==> config.mk <==
export PLATFORM = sky130hd
export DESIGN_NAME = sram_rd_seq
export DESIGN_NICKNAME = d
export VERILOG_FILES = /design/src/rtl/srs_pkg.sv /design/src/rtl/srs_decode.sv /design/src/rtl/srs_seq.sv /design/src/rtl/srs_drive.sv /design/src/rtl/sram_rd_seq.sv
export SDC_FILE = /design/constraint.sdc
export NUM_CORES = 1
export LEC_CHECK = 0
export BUFFER_PORTS_ARGS = -buffer_cell sky130_fd_sc_hd__buf_2
export CAP_MARGIN = 15
export CORE_MARGIN = 2
export CORE_UTILIZATION = 45
export CTS_CLUSTER_SIZE = 20
export DETAILED_ROUTE_END_ITERATION = 12
export GPL_TIMING_DRIVEN = 0
export PLACE_DENSITY = 0.87
export SYNTH_ARGS = -nofsm -noshare
export SYNTH_HDL_FRONTEND = slang
export SYNTH_HIERARCHICAL = 1
export SYNTH_SLANG_ARGS = --single-unit
==> constraint.sdc <==
create_clock -name clk -period 7.6 [get_ports clk]
set_clock_uncertainty 0.1 [all_clocks]
set_input_delay 0.38 -clock clk [delete_from_list [all_inputs] [get_ports clk]]
set_output_delay 0.38 -clock clk [all_outputs]
set_load 0.005 [all_outputs]
==> src/rtl/srs_pkg.sv <==
package srs_pkg;
    typedef enum logic [1:0] {
        ST_IDLE    = 2'd0,
        ST_CONFIRM = 2'd1,
        ST_RUN     = 2'd2
    } srs_state_e;

    // First cycle of the turnaround in which the device may drive, before shifting
    localparam int unsigned DRIVE_START = 4;
    // Cycle number given to the first cycle after the two instruction cycles
    localparam int unsigned RUN_FIRST   = 2;
endpackage

==> src/rtl/srs_decode.sv <==
module srs_decode #(
    parameter int unsigned DQ_W      = 68,
    parameter int unsigned ID_W      = 5,
    parameter int unsigned ADR_W     = 22,
    parameter int unsigned LOW_W     = 14,
    parameter int unsigned HI_W      = 3,
    parameter int unsigned OP_W      = 2,
    parameter logic [1:0]  RD_OP     = 2'b01,
    parameter int unsigned SPACE_LSB = 19,
    parameter int unsigned ID_LSB    = 21
) (
    input  logic             cmd_valid,
    input  logic [OP_W-1:0]  cmd_op,
    input  logic [HI_W-1:0]  cmd_hi,
    input  logic [DQ_W-1:0]  dq_in,
    input  logic [ID_W-1:0]  dev_id,
    output logic             rd_hit,
    output logic [ADR_W-1:0] addr
);
    localparam logic [1:0] SRAM_SPACE = 2'b10;

    logic op_ok, space_ok, id_ok;

    always_comb begin
        op_ok    = cmd_valid && (cmd_op == OP_W'(RD_OP));
        space_ok = (dq_in[SPACE_LSB +: 2] == SRAM_SPACE);
        id_ok    = (dq_in[ID_LSB +: ID_W] == dev_id);
        rd_hit   = op_ok && space_ok && id_ok;
    end

    always_comb begin
        addr = '0;
        addr[LOW_W-1:0]        = dq_in[LOW_W-1:0];
        addr[ADR_W-1 -: HI_W]  = cmd_hi;
    end
endmodule

==> src/rtl/srs_seq.sv <==
module srs_seq
    import srs_pkg::*;
#(
    parameter int unsigned ADR_W  = 22,
    parameter int unsigned TLSZ_W = 2,
    parameter int unsigned HLAT_W = 3,
    parameter int unsigned CNT_W  = 5
) (
    input  logic              clk,
    input  logic              rst,
    input  logic              rd_hit,
    input  logic [ADR_W-1:0]  addr_in,
    input  logic [TLSZ_W-1:0] cfg_pipe,
    input  logic [HLAT_W-1:0] cfg_hlat,
    output srs_state_e        st,
    output logic [CNT_W-1:0]  cnt,
    output logic [ADR_W-1:0]  addr,
    output logic [TLSZ_W-1:0] tl,
    output logic [HLAT_W-1:0] hl
);
    typedef struct packed {
        srs_state_e        st;
        logic [CNT_W-1:0]  cnt;
        logic [ADR_W-1:0]  addr;
        logic [TLSZ_W-1:0] tl;
        logic [HLAT_W-1:0] hl;
    } seq_s;

    seq_s s_d, s_q;
    logic [CNT_W-1:0] last_q;

    always_comb begin
        last_q = CNT_W'(DRIVE_START + 2) + CNT_W'(s_q.tl) + CNT_W'(s_q.hl);
        s_d    = s_q;
        unique case (s_q.st)
            ST_IDLE: begin
                if (rd_hit) begin
                    s_d.st   = ST_CONFIRM;
                    s_d.addr = addr_in;
                end
            end
            ST_CONFIRM: begin
                if (rd_hit) begin
                    s_d.st  = ST_RUN;
                    s_d.cnt = CNT_W'(RUN_FIRST);
                    s_d.tl  = cfg_pipe;
                    s_d.hl  = cfg_hlat;
                end else begin
                    s_d.st  = ST_IDLE;
                end
            end
            ST_RUN: begin
                if (s_q.cnt == last_q) begin
                    s_d.st  = ST_IDLE;
                    s_d.cnt = '0;
                end else begin
                    s_d.cnt = s_q.cnt + CNT_W'(1);
                end
            end
            default: s_d.st = ST_IDLE;
        endcase
    end

    always_ff @(posedge clk) begin
        if (rst) begin
            s_q <= '{st: ST_IDLE, cnt: '0, addr: '0, tl: '0, hl: '0};
        end else begin
            s_q <= s_d;
        end
    end

    assign st   = s_q.st;
    assign cnt  = s_q.cnt;
    assign addr = s_q.addr;
    assign tl   = s_q.tl;
    assign hl   = s_q.hl;

    // configuration is frozen while the access runs
    a_r9_cfg_frozen: assert property (@(posedge clk) disable iff (rst)
        (s_q.st == ST_RUN && s_d.st == ST_RUN) |=> ($stable(s_q.tl) && $stable(s_q.hl)));
    // a confirm cycle always ends within one clock
    a_r1_confirm_one_cycle: assert property (@(posedge clk) disable iff (rst)
        (s_q.st == ST_CONFIRM) |=> (s_q.st != ST_CONFIRM));
endmodule

==> src/rtl/srs_drive.sv <==
module srs_drive
    import srs_pkg::*;
#(
    parameter int unsigned ADR_W  = 22,
    parameter int unsigned TLSZ_W = 2,
    parameter int unsigned HLAT_W = 3,
    parameter int unsigned CNT_W  = 5
) (
    input  logic              running,
    input  logic [CNT_W-1:0]  cnt,
    input  logic [ADR_W-1:0]  addr,
    input  logic [TLSZ_W-1:0] tl,
    input  logic [HLAT_W-1:0] hl,
    output logic              dq_oe,
    output logic [ADR_W-1:0]  sadr,
    output logic              sadr_oe,
    output logic              ce_n,
    output logic              ale_n,
    output logic              ack,
    output logic              ack_oe
);
    logic [CNT_W-1:0] c_drive, c_strobe, c_ack_hi, c_ack_end;
    logic             at_strobe;

    always_comb begin
        c_drive   = CNT_W'(DRIVE_START) + CNT_W'(tl);
        c_strobe  = c_drive + CNT_W'(1);
        c_ack_hi  = c_strobe + CNT_W'(hl);
        c_ack_end = c_ack_hi + CNT_W'(1);

        at_strobe = running && (cnt == c_strobe);
        dq_oe     = running && (cnt >= c_drive) && (cnt <= c_strobe);
        sadr_oe   = at_strobe;
        ce_n      = !at_strobe;
        ale_n     = !at_strobe;
        sadr      = at_strobe ? addr : '0;
        ack_oe    = running && (cnt >= c_drive) && (cnt <= c_ack_end);
        ack       = running && (cnt == c_ack_hi);
    end
endmodule

==> src/rtl/sram_rd_seq.sv <==
module sram_rd_seq
    import srs_pkg::*;
#(
    parameter int unsigned DQ_W      = 68,
    parameter int unsigned ID_W      = 5,
    parameter int unsigned ADR_W     = 22,
    parameter int unsigned LOW_W     = 14,
    parameter int unsigned HI_W      = 3,
    parameter int unsigned OP_W      = 2,
    parameter logic [1:0]  RD_OP     = 2'b01,
    parameter int unsigned SPACE_LSB = 19,
    parameter int unsigned ID_LSB    = 21,
    parameter int unsigned TLSZ_W    = 2,
    parameter int unsigned HLAT_W    = 3
) (
    input  logic              clk,
    input  logic              rst,
    input  logic              cmd_valid,
    input  logic [OP_W-1:0]   cmd_op,
    input  logic [HI_W-1:0]   cmd_hi,
    input  logic [DQ_W-1:0]   dq_in,
    input  logic [ID_W-1:0]   dev_id,
    input  logic [TLSZ_W-1:0] cfg_pipe,
    input  logic [HLAT_W-1:0] cfg_hlat,
    output logic              dq_oe,
    output logic [ADR_W-1:0]  sadr,
    output logic              sadr_oe,
    output logic              ce_n,
    output logic              ale_n,
    output logic              ack,
    output logic              ack_oe,
    output logic              busy
);
    localparam int unsigned CNT_W =
        $clog2(DRIVE_START + 4 + (1 << TLSZ_W) + (1 << HLAT_W));

    logic              rd_hit;
    logic [ADR_W-1:0]  dec_addr;
    srs_state_e        st;
    logic [CNT_W-1:0]  cnt;
    logic [ADR_W-1:0]  addr_q;
    logic [TLSZ_W-1:0] tl;
    logic [HLAT_W-1:0] hl;

    srs_decode #(
        .DQ_W(DQ_W), .ID_W(ID_W), .ADR_W(ADR_W), .LOW_W(LOW_W), .HI_W(HI_W),
        .OP_W(OP_W), .RD_OP(RD_OP), .SPACE_LSB(SPACE_LSB), .ID_LSB(ID_LSB)
    ) u_dec (
        .cmd_valid(cmd_valid), .cmd_op(cmd_op), .cmd_hi(cmd_hi),
        .dq_in(dq_in), .dev_id(dev_id), .rd_hit(rd_hit), .addr(dec_addr)
    );

    srs_seq #(
        .ADR_W(ADR_W), .TLSZ_W(TLSZ_W), .HLAT_W(HLAT_W), .CNT_W(CNT_W)
    ) u_seq (
        .clk(clk), .rst(rst), .rd_hit(rd_hit), .addr_in(dec_addr),
        .cfg_pipe(cfg_pipe), .cfg_hlat(cfg_hlat),
        .st(st), .cnt(cnt), .addr(addr_q), .tl(tl), .hl(hl)
    );

    srs_drive #(
        .ADR_W(ADR_W), .TLSZ_W(TLSZ_W), .HLAT_W(HLAT_W), .CNT_W(CNT_W)
    ) u_drv (
        .running(st == ST_RUN), .cnt(cnt), .addr(addr_q), .tl(tl), .hl(hl),
        .dq_oe(dq_oe), .sadr(sadr), .sadr_oe(sadr_oe), .ce_n(ce_n),
        .ale_n(ale_n), .ack(ack), .ack_oe(ack_oe)
    );

    assign busy = (st != ST_IDLE) || rd_hit;

    // acknowledge first appears driven LOW
    a_r5_ack_starts_low: assert property (@(posedge clk) disable iff (rst)
        $rose(ack_oe) |-> !ack);
    // an acknowledge HIGH is followed by a driven LOW
    a_r5_ack_high_then_low: assert property (@(posedge clk) disable iff (rst)
        (ack_oe && ack) |=> (ack_oe && !ack));
    // after the closing LOW the acknowledge is released
    a_r5_ack_release: assert property (@(posedge clk) disable iff (rst)
        (ack_oe && !ack && $past(ack)) |=> !ack_oe);
    // strobes last one cycle
    a_r5_strobe_single: assert property (@(posedge clk) disable iff (rst)
        !ce_n |=> ce_n);
    // the data bus is taken one cycle before the address appears
    a_r5_dq_before_sadr: assert property (@(posedge clk) disable iff (rst)
        $rose(sadr_oe) |-> $past(dq_oe));
    // the acknowledge is never driven outside a busy access
    a_r8_busy_covers_ack: assert property (@(posedge clk) disable iff (rst)
        ack_oe |-> busy);
    // a reset leaves every enable low on the next cycle
    a_r10_reset_quiet: assert property (@(posedge clk)
        rst |=> (!ack_oe && !dq_oe && !sadr_oe && ce_n && ale_n));
endmodule

==> reports/qor.csv <==
metric,value,unit
status,"complete, no violations",
Filler Cell Count,489,
RSZ-0062 raised after global routing,no,
hold buffer count at CTS,0,
clock slew seen by the registers of the worst setup and hold paths,70,ps
proportion of layout cells with a drive suffix above 1,26.3,%
DRT Pass-1 Iters,4,
DP Area,2840,um2
"delay-heaviest family, CP",adder cells,
post-CTS sizing,0,
nature of the critical path startpoint,flop,
largest net degree at the start of global routing,12,
sequential area share after synthesis,27.4,%
row cnt,27,
Synth area leader,dfxtp_1,
CP max-delay cell,fa_1,
boundary pin count,115,
vias in the first global route,2192,
Max clock buf depth,2,
Reg2Reg Setup Slack,5000,ps
synthesized flop and latch total,34,
Setup crit end kind,primary output,
crit path max fanout,5,
max cap viols,0,
Yosys warning total,6,
worst-skew pair later-pin latency,300,ps
CTS root buffer,clkbuf_8,
All-Layer GR Usage,19.1,%
CP most frequent cell,ha_1,
CP required,7120,ps
Sink Count,34,
relative slew slack,63.7,%
crit path cell chain,"ha_1, inv_1, fa_1, inv_1, ha_1, nand2b_1, o21ai_0, o31a_1, o211a_1, ha_1, nand4_1, o21ai_0, o22ai_1, and2_1, buf_2",
worst hold stages,3,
design area,2930,um2
setup violators final,0,
Post-CTS Setup Inserts,0,
Hold Fails Final Rpt,0,
synth-to-layout area growth,17.9,%
Worst Setup Path Type,reg2out,
nets,479,
WL final,5830,um
crit share post-route,52.1,%
Syn Inst Count,308,
"Distinct cells, synth",46,
area share of the largest cell type after synthesis,27.4,%
Vias,2253,
cell area after synthesis,2490,um2
first-pass GRT wire length,9550,um
initial antenna violation count,0,
Die ar.,6140,um2
Max VDD drop,126,uV
TritonCTS clock tree,built,
core area,5440,um2
DRC Markers,0,
Leakage,1.38,nW
Die Height,78.4,um
IO buf count,49,
R2R depth,10,
ys async rst share,0,%
Critical Path AT,3480,ps
worst min path class,in2reg,
CP Buf/Inv Count,3,
WP depth,15,
Sum Neg Setup Slack,0,ps
Detailed Place HPWL,4420,um
most frequent cell after synthesis,nand2_1,
most common library cells after synthesis,"nand2_1 (55), a21oi_1 (34), dfxtp_1 (34), buf_4 (24), ha_1 (23)",
power density cells,117,nW/um2
n_diodes,0,
Mean Syn Cell Area,8.08,um2
GR Overflow Total,0,
worst stage delay on the critical path,560,ps
Reg-to-Reg Start,u_seq/tl[1],
Pwr Total,0.343,mW
dominant cells by area after synthesis,"dfxtp_1 (27%), ha_1 (12%), nand2_1 (8.3%)",
RR Endpoint,u_seq/cnt[1],
fin. max-slew vios,0,
Worst Max-Slew Pin Slew,543,ps
H-tree depth,2,
WL/cell,13.2,um
ys flop type,dfxtp_1,
initial core utilization,45.8,%
Die X,78.4,um
hold wc startpoint,cfg_hlat[1],
DR iter-0 viols,65,
crit path time final,3960,ps
cts bufs inserted,5,
WHS Endpoint,u_seq/hl[1],
Vias/cell,5.11,
Peak Freq,253,MHz
Antenna Violating Nets Remaining,0,
GPL Wtd Cong,0.826,
Post-synth EDFFs,0,
==> metal layers <==
| metal | track usage, % | routed length (um) | vias to the layer above |
|---|---|---|---|
| met3 | 3.10 | 275 | 7 |
| met4 | 5.96 | 63 | 0 |
| met5 | 0 | 0 | - |
| li1 | - | - | 1136 |
| met1 | 22.1 | 2420 | 1049 |
| met2 | 35.8 | 3070 | 61 |
==> worst register-to-register path, delay by kind of cell (launching register included) <==
| family | cells | cell delay (ps) |
|---|---|---|
| fa+ha+maj | 3 | 990 |
| buf+inv | 3 | 210 |
| compound gates | 2 | 340 |
| flops | 1 | 410 |
| simple gates | 1 | 210 |
| xor+xnor | 1 | 200 |
==> cells by family (layout without fill, tap and decap cells) <==
group	count (synthesis)	count (layout)	share of synthesized area [%]
flops	34	34	27.4
compound gates	56	56	12.9
simple gates	113	113	24.3
buf+inv	57	114	13.3
xor+xnor	22	22	8.90
fa+ha+maj	25	25	13.2
other cells	1	5	0.151
==> state kept, by name, indices dropped and copies added (netlist names) <==
signal	cells
u_seq/addr	22
u_seq/st	2
u_seq/tl	2
u_seq/cnt	5
u_seq/hl	3
==> power by group <==
part           internal (mW)  switching, mW
Sequential             0.178      0.0000520
Clock                 0.0728         0.0704
Combinational         0.0134        0.00821
Total                  0.264         0.0787
==> through the flow <==
| stage | util (%) | setup WS [ps] | instances | hold slack, ps |
|---|---|---|---|---|
| finish | 53.9 | 3640 | 441 | 217 |
| global route | 53.9 | 3390 | 441 | 222 |
| CTS | 53.9 | 3660 | 441 | 220 |
| detailed placement | 52.2 | 3970 | 433 | 344 |
| global placement | 52.2 | 4120 | 433 | 337 |
| floorplan | - | 4380 | 312 | 332 |
==> placed cells by master, fill, tap and decap left out, types with 3 or more instances in the layout <==
cell type and instances:
nand2_1 55, buf_2 52, a21oi_1 34, dfxtp_1 34, buf_4 24, ha_1 23
and3_1 22, inv_1 18, xnor2_1 15, clkbuf_1 8, o21ai_0 8, clkbuf_8 6
nand4_1 6, nor2_1 6, conb_1 5, xor2_1 5, nor2b_1 3, buf_6 3
nor4_2 3
==> worst max path at each step <==
stage	startpoint	slack (ps)	end
final	u_seq/tl[0]	3640	ack_oe
after global routing	u_seq/tl[0]	3390	ack_oe
after global placement	u_seq/tl[0]	4120	ack_oe
after floorplan	u_seq/tl[0]	4380	ack_oe
after CTS	u_seq/tl[0]	3660	ack_oe
after detailed placement	u_seq/tl[0]	3970	ack_oe
==> final cells by class <==
class / count / area [um2] / share of cell area, %
multi-input combinational: 221 / 1490 / 50.9
clock buffer: 6 / 82.6 / 2.81
timing repair buffer: 49 / 245 / 8.36
tap: 72 / 90.1 / 3.07
buffer: 38 / 259 / 8.83
inverter: 19 / 71.3 / 2.43
clock inverter: 2 / 12.5 / 0.426
sequential: 34 / 681 / 23.2
Power figures use the tool's default switching activity.
